**src/rtl/ea_pkg.sv**
```systemverilog
package ea_pkg;
  localparam logic [2:0] MODE_DIRECT  = 3'b000;
  localparam logic [2:0] MODE_IND     = 3'b001;
  localparam logic [2:0] MODE_POSTINC = 3'b010;
  localparam logic [2:0] MODE_PREDEC  = 3'b011;
  localparam logic [2:0] MODE_INDEX   = 3'b100;
  localparam logic [2:0] MODE_PCREL   = 3'b101;

  localparam logic [1:0] SZ_BYTE = 2'b00;
  localparam logic [1:0] SZ_WORD = 2'b01;
  localparam logic [1:0] SZ_LONG = 2'b10;
  localparam logic [1:0] SZ_BAD  = 2'b11;

  typedef struct packed {
    logic       memAccess;
    logic       addIdx;
    logic       selPc;
    logic       useNew;
    logic       stepDown;
    logic       wbReq;
    logic       alignPcLow;
    logic       sizeBad;
    logic [2:0] stepBytes;
  } eaStrobes_t;
endpackage

```
**src/rtl/ea_ctrl.sv**
```systemverilog
module ea_ctrl
  import ea_pkg::*;
(
  input  logic       clk,
  input  logic       rstN,
  input  logic [2:0] modeCode,
  input  logic [1:0] opSize,
  output eaStrobes_t strobes
);
  logic [2:0] sizeStep;

  always_comb begin
    unique case (opSize)
      SZ_BYTE: sizeStep = 3'd1;
      SZ_WORD: sizeStep = 3'd2;
      SZ_LONG: sizeStep = 3'd4;
      default: sizeStep = 3'd0;
    endcase
  end

  always_comb begin
    strobes = '0;
    unique case (modeCode)
      MODE_IND:     strobes.memAccess = 1'b1;
      MODE_POSTINC: begin
        strobes.memAccess = 1'b1;
        strobes.wbReq     = 1'b1;
      end
      MODE_PREDEC: begin
        strobes.memAccess = 1'b1;
        strobes.wbReq     = 1'b1;
        strobes.useNew    = 1'b1;
        strobes.stepDown  = 1'b1;
      end
      MODE_INDEX: begin
        strobes.memAccess = 1'b1;
        strobes.addIdx    = 1'b1;
      end
      MODE_PCREL: begin
        strobes.memAccess  = 1'b1;
        strobes.selPc      = 1'b1;
        strobes.alignPcLow = (opSize == SZ_LONG);
      end
      default: strobes = '0;
    endcase
    if (strobes.memAccess) begin
      strobes.stepBytes = sizeStep;
      strobes.sizeBad   = (opSize == SZ_BAD);
    end
  end

  // only the two stepping modes request writeback
  p_wb_modes_r7: assert property (@(posedge clk) disable iff (!rstN)
    strobes.wbReq |-> (modeCode == MODE_POSTINC || modeCode == MODE_PREDEC));

  p_size_flag_r9: assert property (@(posedge clk) disable iff (!rstN)
    strobes.sizeBad |-> (opSize == SZ_BAD && strobes.stepBytes == 3'd0));

  p_direct_quiet_r1: assert property (@(posedge clk) disable iff (!rstN)
    (modeCode == MODE_DIRECT || modeCode[2:1] == 2'b11) |-> !strobes.memAccess && !strobes.wbReq);
endmodule

```
**src/rtl/ea_datapath.sv**
```systemverilog
module ea_datapath
  import ea_pkg::*;
#(
  parameter int ADDR_W    = 32,
  parameter int DISP_W    = 8,
  parameter int REG_IDX_W = 4,
  parameter int PC_AHEAD  = 4
) (
  input  logic                 clk,
  input  logic                 rstN,
  input  eaStrobes_t           strobes,
  input  logic [ADDR_W-1:0]    baseVal,
  input  logic [REG_IDX_W-1:0] baseIdx,
  input  logic [ADDR_W-1:0]    idxVal,
  input  logic [ADDR_W-1:0]    pcVal,
  input  logic [DISP_W-1:0]    disp,
  input  logic                 accessDone,
  output logic [ADDR_W-1:0]    effAddr,
  output logic                 alignErr,
  output logic                 wbEn,
  output logic [ADDR_W-1:0]    wbData,
  output logic [REG_IDX_W-1:0] wbIdx
);
  localparam logic [ADDR_W-1:0] PC_OFFSET = ADDR_W'(PC_AHEAD);

  logic [ADDR_W-1:0] stepExt;
  logic [ADDR_W-1:0] newBase;
  logic [ADDR_W-1:0] pcBase;
  logic [ADDR_W-1:0] dispScaled;
  logic              wbAllowed;

  assign stepExt    = ADDR_W'(strobes.stepBytes);
  assign newBase    = strobes.stepDown ? (baseVal - stepExt) : (baseVal + stepExt);
  assign pcBase     = strobes.alignPcLow ? {pcVal[ADDR_W-1:2], 2'b00} : pcVal;
  assign dispScaled = ADDR_W'(disp) * stepExt;

  always_comb begin
    if (!strobes.memAccess)   effAddr = '0;
    else if (strobes.selPc)   effAddr = pcBase + PC_OFFSET + dispScaled;
    else if (strobes.addIdx)  effAddr = idxVal + baseVal;
    else if (strobes.useNew)  effAddr = newBase;
    else                      effAddr = baseVal;
  end

  always_comb begin
    alignErr = 1'b0;
    if (strobes.memAccess) begin
      unique case (strobes.stepBytes)
        3'd2:    alignErr = effAddr[0];
        3'd4:    alignErr = |effAddr[1:0];
        default: alignErr = 1'b0;
      endcase
    end
  end

  assign wbAllowed = strobes.wbReq && !alignErr && !strobes.sizeBad;

  always_ff @(posedge clk or negedge rstN) begin
    if (!rstN) begin
      wbEn   <= 1'b0;
      wbData <= '0;
      wbIdx  <= '0;
    end else begin
      wbEn <= accessDone && wbAllowed;
      if (accessDone && wbAllowed) begin
        wbData <= newBase;
        wbIdx  <= baseIdx;
      end
    end
  end

  p_wb_after_commit_r7: assert property (@(posedge clk) disable iff (!rstN)
    wbEn |-> $past(accessDone));

  p_wb_blocked_fault_r8: assert property (@(posedge clk) disable iff (!rstN)
    (accessDone && (alignErr || strobes.sizeBad)) |=> !wbEn);

  p_post_uses_old_r3: assert property (@(posedge clk) disable iff (!rstN)
    (strobes.wbReq && !strobes.stepDown) |-> effAddr == baseVal);

  p_pre_uses_new_r4: assert property (@(posedge clk) disable iff (!rstN)
    (strobes.wbReq && strobes.stepDown) |-> (effAddr + stepExt) == baseVal);

  p_no_addr_idle_r1: assert property (@(posedge clk) disable iff (!rstN)
    !strobes.memAccess |-> (effAddr == '0 && !alignErr));
endmodule

```
**src/rtl/ls_ea_unit.sv**
```systemverilog
module ls_ea_unit
  import ea_pkg::*;
#(
  parameter int ADDR_W    = 32,
  parameter int DISP_W    = 8,
  parameter int REG_IDX_W = 4
) (
  input  logic                 clk,
  input  logic                 rstN,
  input  logic [2:0]           modeCode,
  input  logic [1:0]           opSize,
  input  logic [ADDR_W-1:0]    baseVal,
  input  logic [REG_IDX_W-1:0] baseIdx,
  input  logic [ADDR_W-1:0]    idxVal,
  input  logic [ADDR_W-1:0]    pcVal,
  input  logic [DISP_W-1:0]    disp,
  input  logic                 accessDone,
  output logic [ADDR_W-1:0]    effAddr,
  output logic                 addrValid,
  output logic                 alignErr,
  output logic                 sizeErr,
  output logic                 wbEn,
  output logic [ADDR_W-1:0]    wbData,
  output logic [REG_IDX_W-1:0] wbIdx
);
  eaStrobes_t strobes;

  ea_ctrl u_ctrl (
    .clk      (clk),
    .rstN     (rstN),
    .modeCode (modeCode),
    .opSize   (opSize),
    .strobes  (strobes)
  );

  ea_datapath #(
    .ADDR_W    (ADDR_W),
    .DISP_W    (DISP_W),
    .REG_IDX_W (REG_IDX_W)
  ) u_dp (
    .clk        (clk),
    .rstN       (rstN),
    .strobes    (strobes),
    .baseVal    (baseVal),
    .baseIdx    (baseIdx),
    .idxVal     (idxVal),
    .pcVal      (pcVal),
    .disp       (disp),
    .accessDone (accessDone),
    .effAddr    (effAddr),
    .alignErr   (alignErr),
    .wbEn       (wbEn),
    .wbData     (wbData),
    .wbIdx      (wbIdx)
  );

  assign addrValid = strobes.memAccess;
  assign sizeErr   = strobes.sizeBad;

  p_size_err_mem_r9: assert property (@(posedge clk) disable iff (!rstN)
    sizeErr |-> (addrValid && !alignErr));
endmodule

```
**config.mk**
```make
export PLATFORM = sky130hd
export DESIGN_NAME = ls_ea_unit
export DESIGN_NICKNAME = d
export VERILOG_FILES = /design/src/rtl/ea_pkg.sv /design/src/rtl/ea_ctrl.sv /design/src/rtl/ea_datapath.sv /design/src/rtl/ls_ea_unit.sv
export SDC_FILE = /design/constraint.sdc
export NUM_CORES = 1
export LEC_CHECK = 0
export BUFFER_PORTS_ARGS = -buffer_cell sky130_fd_sc_hd__buf_2
export CORE_MARGIN = 3
export CORE_UTILIZATION = 55
export CTS_BUF_LIST = sky130_fd_sc_hd__clkbuf_4 sky130_fd_sc_hd__clkbuf_8
export DETAILED_ROUTE_END_ITERATION = 12
export PLACE_DENSITY = 0.81
export SLEW_MARGIN = 10
export SYNTH_ARGS = -nofsm -noshare
export SYNTH_HDL_FRONTEND = slang
export SYNTH_SLANG_ARGS = --single-unit
```
**constraint.sdc**
```tcl
create_clock -name clk -period 14.8 [get_ports clk]
set_input_delay 0.74 -clock clk [delete_from_list [all_inputs] [get_ports clk]]
set_output_delay 0.74 -clock clk [all_outputs]
set_load 0.01 [all_outputs]
```
==> Yosys cells after proc, flatten, opt, wreduce, memory -nomap -nowiden <==
Index checks and enable logic that the tools add are counted.
{ "classes": {"add_sub_neg": 5, "n_mul": 1, "n_eq_ne": 10, "n_mux": 16, "reduce_logical": 9} }
{ "ops": {"columns": ["operator", "n"], "rows": [
  ["$mux 32", 5],
  ["$add 32x32->32", 2],
  ["$add 32x3->32", 1],
  ["$add 32x3->32 const B", 1],
  ["$sub 32x3->32", 1],
  ["$mul 8x3->11", 1],
  ["$eq 3x2->1 const B", 3],
  ["$eq 3x3->1 const B", 3],
  ["$pmux 3 s3", 1],
  ["$mux 1", 6],
  ["$reduce_or 5->1", 1],
  ["$eq 2x2->1 const B", 2],
  ["$mux 2", 2],
  ["$mux 4", 1],
  ["$reduce_or 2->1", 2],
  ["$eq 3x1->1 const B", 1],
  ["$logic_and 1x1->1", 3],
  ["$eq 2x1->1 const B", 1],
  ["$logic_not 1->1", 2],
  ["$logic_not 2->1", 1],
  ["$pmux 1 s2", 1]
]} }
{ "totals": {"reg_bits": 37} }

==> Depth between registers and ports, before layout <==
{ "logic_depth": {"depth_word": 17, "depth_mapped": 29, "depth_no_buf": 26} }

==> By module <==
From an unflattened synthesis, not the netlist that was laid out.
{ "hier_totals": {"hier_cells": 936, "hier_area_um2": 7362.1} }
{ "modules_own_cells": {"columns": ["mod", "instances", "cells_per_inst", "area_per_inst_um2", "seq_area_each_um2"], "rows": [
  ["ea_datapath", 1, 921, 7230.7, 925.9],
  ["ea_ctrl", 1, 15, 131.4, 0.0]
]} }

==> Worst setup path before layout <==
No wires, ideal clock.
{ "synth_path": {"path_type": "input -> output", "start": "input port modeCode[0]", "end": "output port effAddr[28]", "arrival_time_ns": 5.796, "t_required_ns": 14.060, "slack_ns": 8.264, "cell_stages": 25, "path_cell_list": "buf_2 > or2_1 > o21ai_0 > buf_2 > nor3_1 > nand2_1 > fa_1 > inv_1 > ha_1 > a21o_1 > a21oi_1 > o21ai_0 > a21oi_1 > o21bai_1 > a21oi_1 > xnor2_1 > ha_1 > ha_1 > nand3_1 > o31a_1 > a21o_1 > nor3b_1 > xor2_1 > nor2_1 > a211oi_1"} }
{ "synth_between": {"elab_chain_cells": 10, "elab_cells_between_ends": 23, "cone_classes": "add/sub: 4; mul: 1; eq/ne: 5; mux: 12; reduce/logical: 1"} }
{ "synth_lines": {"columns": ["item", "line", "rtl"], "rows": [
  ["from (decl)", "ls_ea_unit.sv:10", "input logic [2:0] modeCode,"],
  ["parallel branches: the longest is 9 deep, another holds $add 32x32->32", null, null],
  ["$mux 32 (*)", "ea_datapath.sv:38", "if (!strobes.memAccess) effAddr = '0;"],
  ["to (decl)", "ls_ea_unit.sv:18", "output logic [ADDR_W-1:0] effAddr,"]
]} }
Every way passes the cells marked *.

==> Worst setup path in the final report <==
{ "layout_path": {"start": "input port modeCode[0]", "end": "output port effAddr[15]"} }
Same word-level chain as after synthesis.

==> impl_metrics.tcl <==
set metrics [dict create \
    grt_pass1_vias 7777 \
    diodes 0 \
    synth_edf_count 0 \
    hold_violations 0 \
    slew_headroom_pct 40.44 \
    cts_buffer_depth 2 \
    multi_input_area_mm2 0.006402 \
    crit_type "in -> out" \
    vias 8678 \
    hp-class "reg -> reg" \
    grt_setup_unrepaired "false" \
    drt_iter0_drc 905 \
    ys.flop_type "dfrtp_1" \
    dr.pass1.iters 7 \
    post-place-ws_ns 6.939 \
    fin_util_pct 65.59 \
    synthToLayoutAreaGrowth_pct 14.32 \
    period_needed_ns 8.051 \
    die_w_um 124.7 \
    pwr_density_cell_mw_per_mm2 80.54 \
    maxCapViolCount 0 \
    grt_pass1_wl_um 40970 \
    initial_utilization_pct 57.37 \
    seqCellArea_um2 925.9 \
    grt_max_degree 52 \
    final.fill_count 1273 \
    fmax_mhz 124.2 \
    setup.worst_path.start_class "input pin" \
    ys_ff_latch 37 \
    setup_viol 0 \
    overflow 0 \
    status "finished clean" \
    ys_async_sr_fraction_pct 100.0 \
    dieArea_mm2 0.01555 \
    cts-root-buf "clkbuf_8" \
    numCtsBuffers 5 \
    post_cts.repair.setup_buffers 0 \
    drt_wl_total_um 26210 \
    via_per_inst 6.181 \
    core_area_mm2 0.01351 \
    tightestPinTransition_ns 0.8933 \
    crit_arrival_ns 7.31 \
    ir_drop_mv 0.04918 \
    htreeDepth 2 \
    ctsHoldBuffers 0 \
    end_kind "output port" \
    drive_above_1_share_pct 17.83 \
    final.setup_skew_ns 0 \
    io_pins 188 \
    syn_nets 1302 \
    period_share_pct 54.40 \
    ant_nets 0 \
    insertion_delay_ns 0.29 \
    grt_usage_pct 31.90 \
    io_buffers 187 \
    slew_violations 0 \
    place_congestion 1.005 \
    path_max_fanout 51 \
    power.leakage_uw 0.004457 \
    ctsResizeCount 0 \
    ys_types 82 \
    layout.nets 1451 \
    cts_tree "done" \
    wl_per_cell_um 18.66 \
    drc 0 \
    synth_seq_area_share_pct 11.95 \
    tns_ns 0 \
    synth.avg_cell_area_um2 7.188 \
    antenna_found_initial 0 \
    clkSlewWorstSetupHoldPaths_ns 0.07 \
    setup_slack_ns 6.749 \
    synth_area_mm2 0.007749 \
    required_ns 14.06 \
    clock-sinks 37 \
    die_h_um 124.7 \
    yosys_warnings 0 \
    dp_hpwl_um 21530 \
    fp-row-count 42 \
    netlist_instances 1078 \
]
cell usage after synthesis (all sizes together) (13+ instances only):
| library cell | count | area (µm²) |
|---|---|---|
| nand2 | 162 | 608.1 |
| a211oi | 17 | 132.6 |
| a21oi | 84 | 427.9 |
| nor2 | 79 | 296.5 |
| clkbuf | 32 | 120.1 |
| nor3 | 14 | 70.07 |
| a31oi | 15 | 93.84 |
| nand3 | 31 | 155.2 |
| xnor2 | 46 | 402.9 |
| a21o | 44 | 330.3 |
| dfrtp | 37 | 925.9 |
| o21ai | 71 | 355.3 |
| ha | 98 | 1226 |
| inv | 54 | 202.7 |
| xor2 | 32 | 280.3 |
| nand2b | 13 | 81.33 |
| and3 | 14 | 87.58 |
| buf | 18 | 97.59 |
| o22ai | 16 | 100.1 |
state kept, by name, indices dropped and copies added, names as in the netlist:
name and count:
u_dp.wbIdx 4, u_dp.wbEn 1, u_dp.wbData 32
per-layer routing:
| metal | up-vias | global-route usage [%] | share of wire, % |
|---|---|---|---|
| li1 | 4210 | - | - |
| met1 | 3959 | 48.02 | 45 |
| met2 | 471 | 47.33 | 42 |
| met3 | 38 | 5.789 | 11 |
| met4 | 0 | 6.770 | 1.8 |
| met5 | - | 0 | 0 |
report_power, final:
part	leakage, µW	switching (µW)	total (µW)	internal, µW
Clock	0.0000681	34.9	102	66.9
Sequential	0.000460	16.4	150	134
Combinational	0.00393	279	462	182
cell families after synthesis:
| logic type | after synthesis | synth area share (%) |
|---|---|---|
| buf+inv | 104 | 5.425 |
| xor+xnor | 78 | 8.816 |
| simple gates | 379 | 22.61 |
| mux | 12 | 1.615 |
| flops | 37 | 11.95 |
| compound gates | 352 | 30.15 |
| fa+ha+maj | 116 | 19.44 |
placed cells by master (no fill, tap or decap), types with 5 or more instances in the layout:
master	netlist	layout
a31oi_1	15	15
o21ai_0	52	52
buf_2	12	187
o21ai_1	19	19
nand2_1	162	162
clkbuf_8	0	5
xnor2_1	46	46
or2_2	6	6
nand2b_1	13	13
nor2_1	79	79
nand3_1	31	31
o21bai_1	9	9
and4_1	5	5
a21oi_1	82	82
nor2b_1	11	11
o21a_1	12	12
nand4_1	10	10
a211oi_1	16	16
a21o_1	44	44
fa_1	10	10
dfrtp_1	37	37
mux2i_1	8	8
maj3_1	8	8
xor2_1	32	32
ha_1	98	98
or3_1	7	7
buf_4	2	5
a211o_1	5	5
and2_1	12	12
a21boi_0	8	8
a22oi_1	6	6
nor3_1	14	14
inv_1	51	51
o221ai_1	6	6
o22ai_1	16	16
o211ai_1	11	11
and3_1	14	14
worst paths after layout:
kind,startpoint,to,slack [ns],depth (start not counted)
max in group asynchronous,rstN,u_dp.wbData[10],13.80,1
worst max-delay path,modeCode[0],effAddr[15],6.75,28
worst min register to register,u_dp.wbData[18],u_dp.wbData[18],0.47,2
worst min-delay path,u_dp.wbData[18],u_dp.wbData[18],0.47,2
worst max register to register,u_dp.wbData[13],u_dp.wbData[13],14.00,1
min in group asynchronous,rstN,u_dp.wbData[25],0.52,1
final cells by class:
class / count / share of cell area [%]
Sequential cell: 37 / 10.45
Timing Repair Buffer: 192 / 10.99
Clock inverter: 3 / 0.7345
Multi-Input combinational cell: 937 / 72.27
Tap cell: 176 / 2.486
Clock buffer: 5 / 0.7768
Inverter: 54 / 2.288
critical path, cell delays in order:
cell and delay, ns:
buf_2 0.67, or2_1 0.22, o21ai_0 0.07, buf_4 0.20
nor2_1 0.51, nand2_1 0.17, fa_1 0.61, inv_1 0.06
ha_1 0.28, a21o_1 0.17, a21oi_1 0.21, o21ai_0 0.11
a21oi_1 0.28, o21bai_1 0.10, a21oi_1 0.17, xnor2_1 0.14
ha_1 0.25, ha_1 0.35, nand3_1 0.15, nor2_1 0.06
a211oi_1 0.38, a21o_1 0.32, nor2_1 0.09, xnor2_1 0.13
a211oi_1 0.33, o21ai_0 0.13, and3_1 0.22, buf_2 0.15
metrics by stage:
step	power [µW]	cells	instance area, µm²	hold slack [ns]
2_1_floorplan	449.3	1078	7749	0.4444
3_3_place_gp	595.1	1396	8725	0.4512
3_5_place_dp	600.7	1396	8725	0.4592
4_1_cts	705.8	1404	8859	0.4761
5_1_grt	768.4	1404	8859	0.5096
6_report	713.5	1404	8859	0.4727
Note: power is estimated with default switching activity, not from simulation.
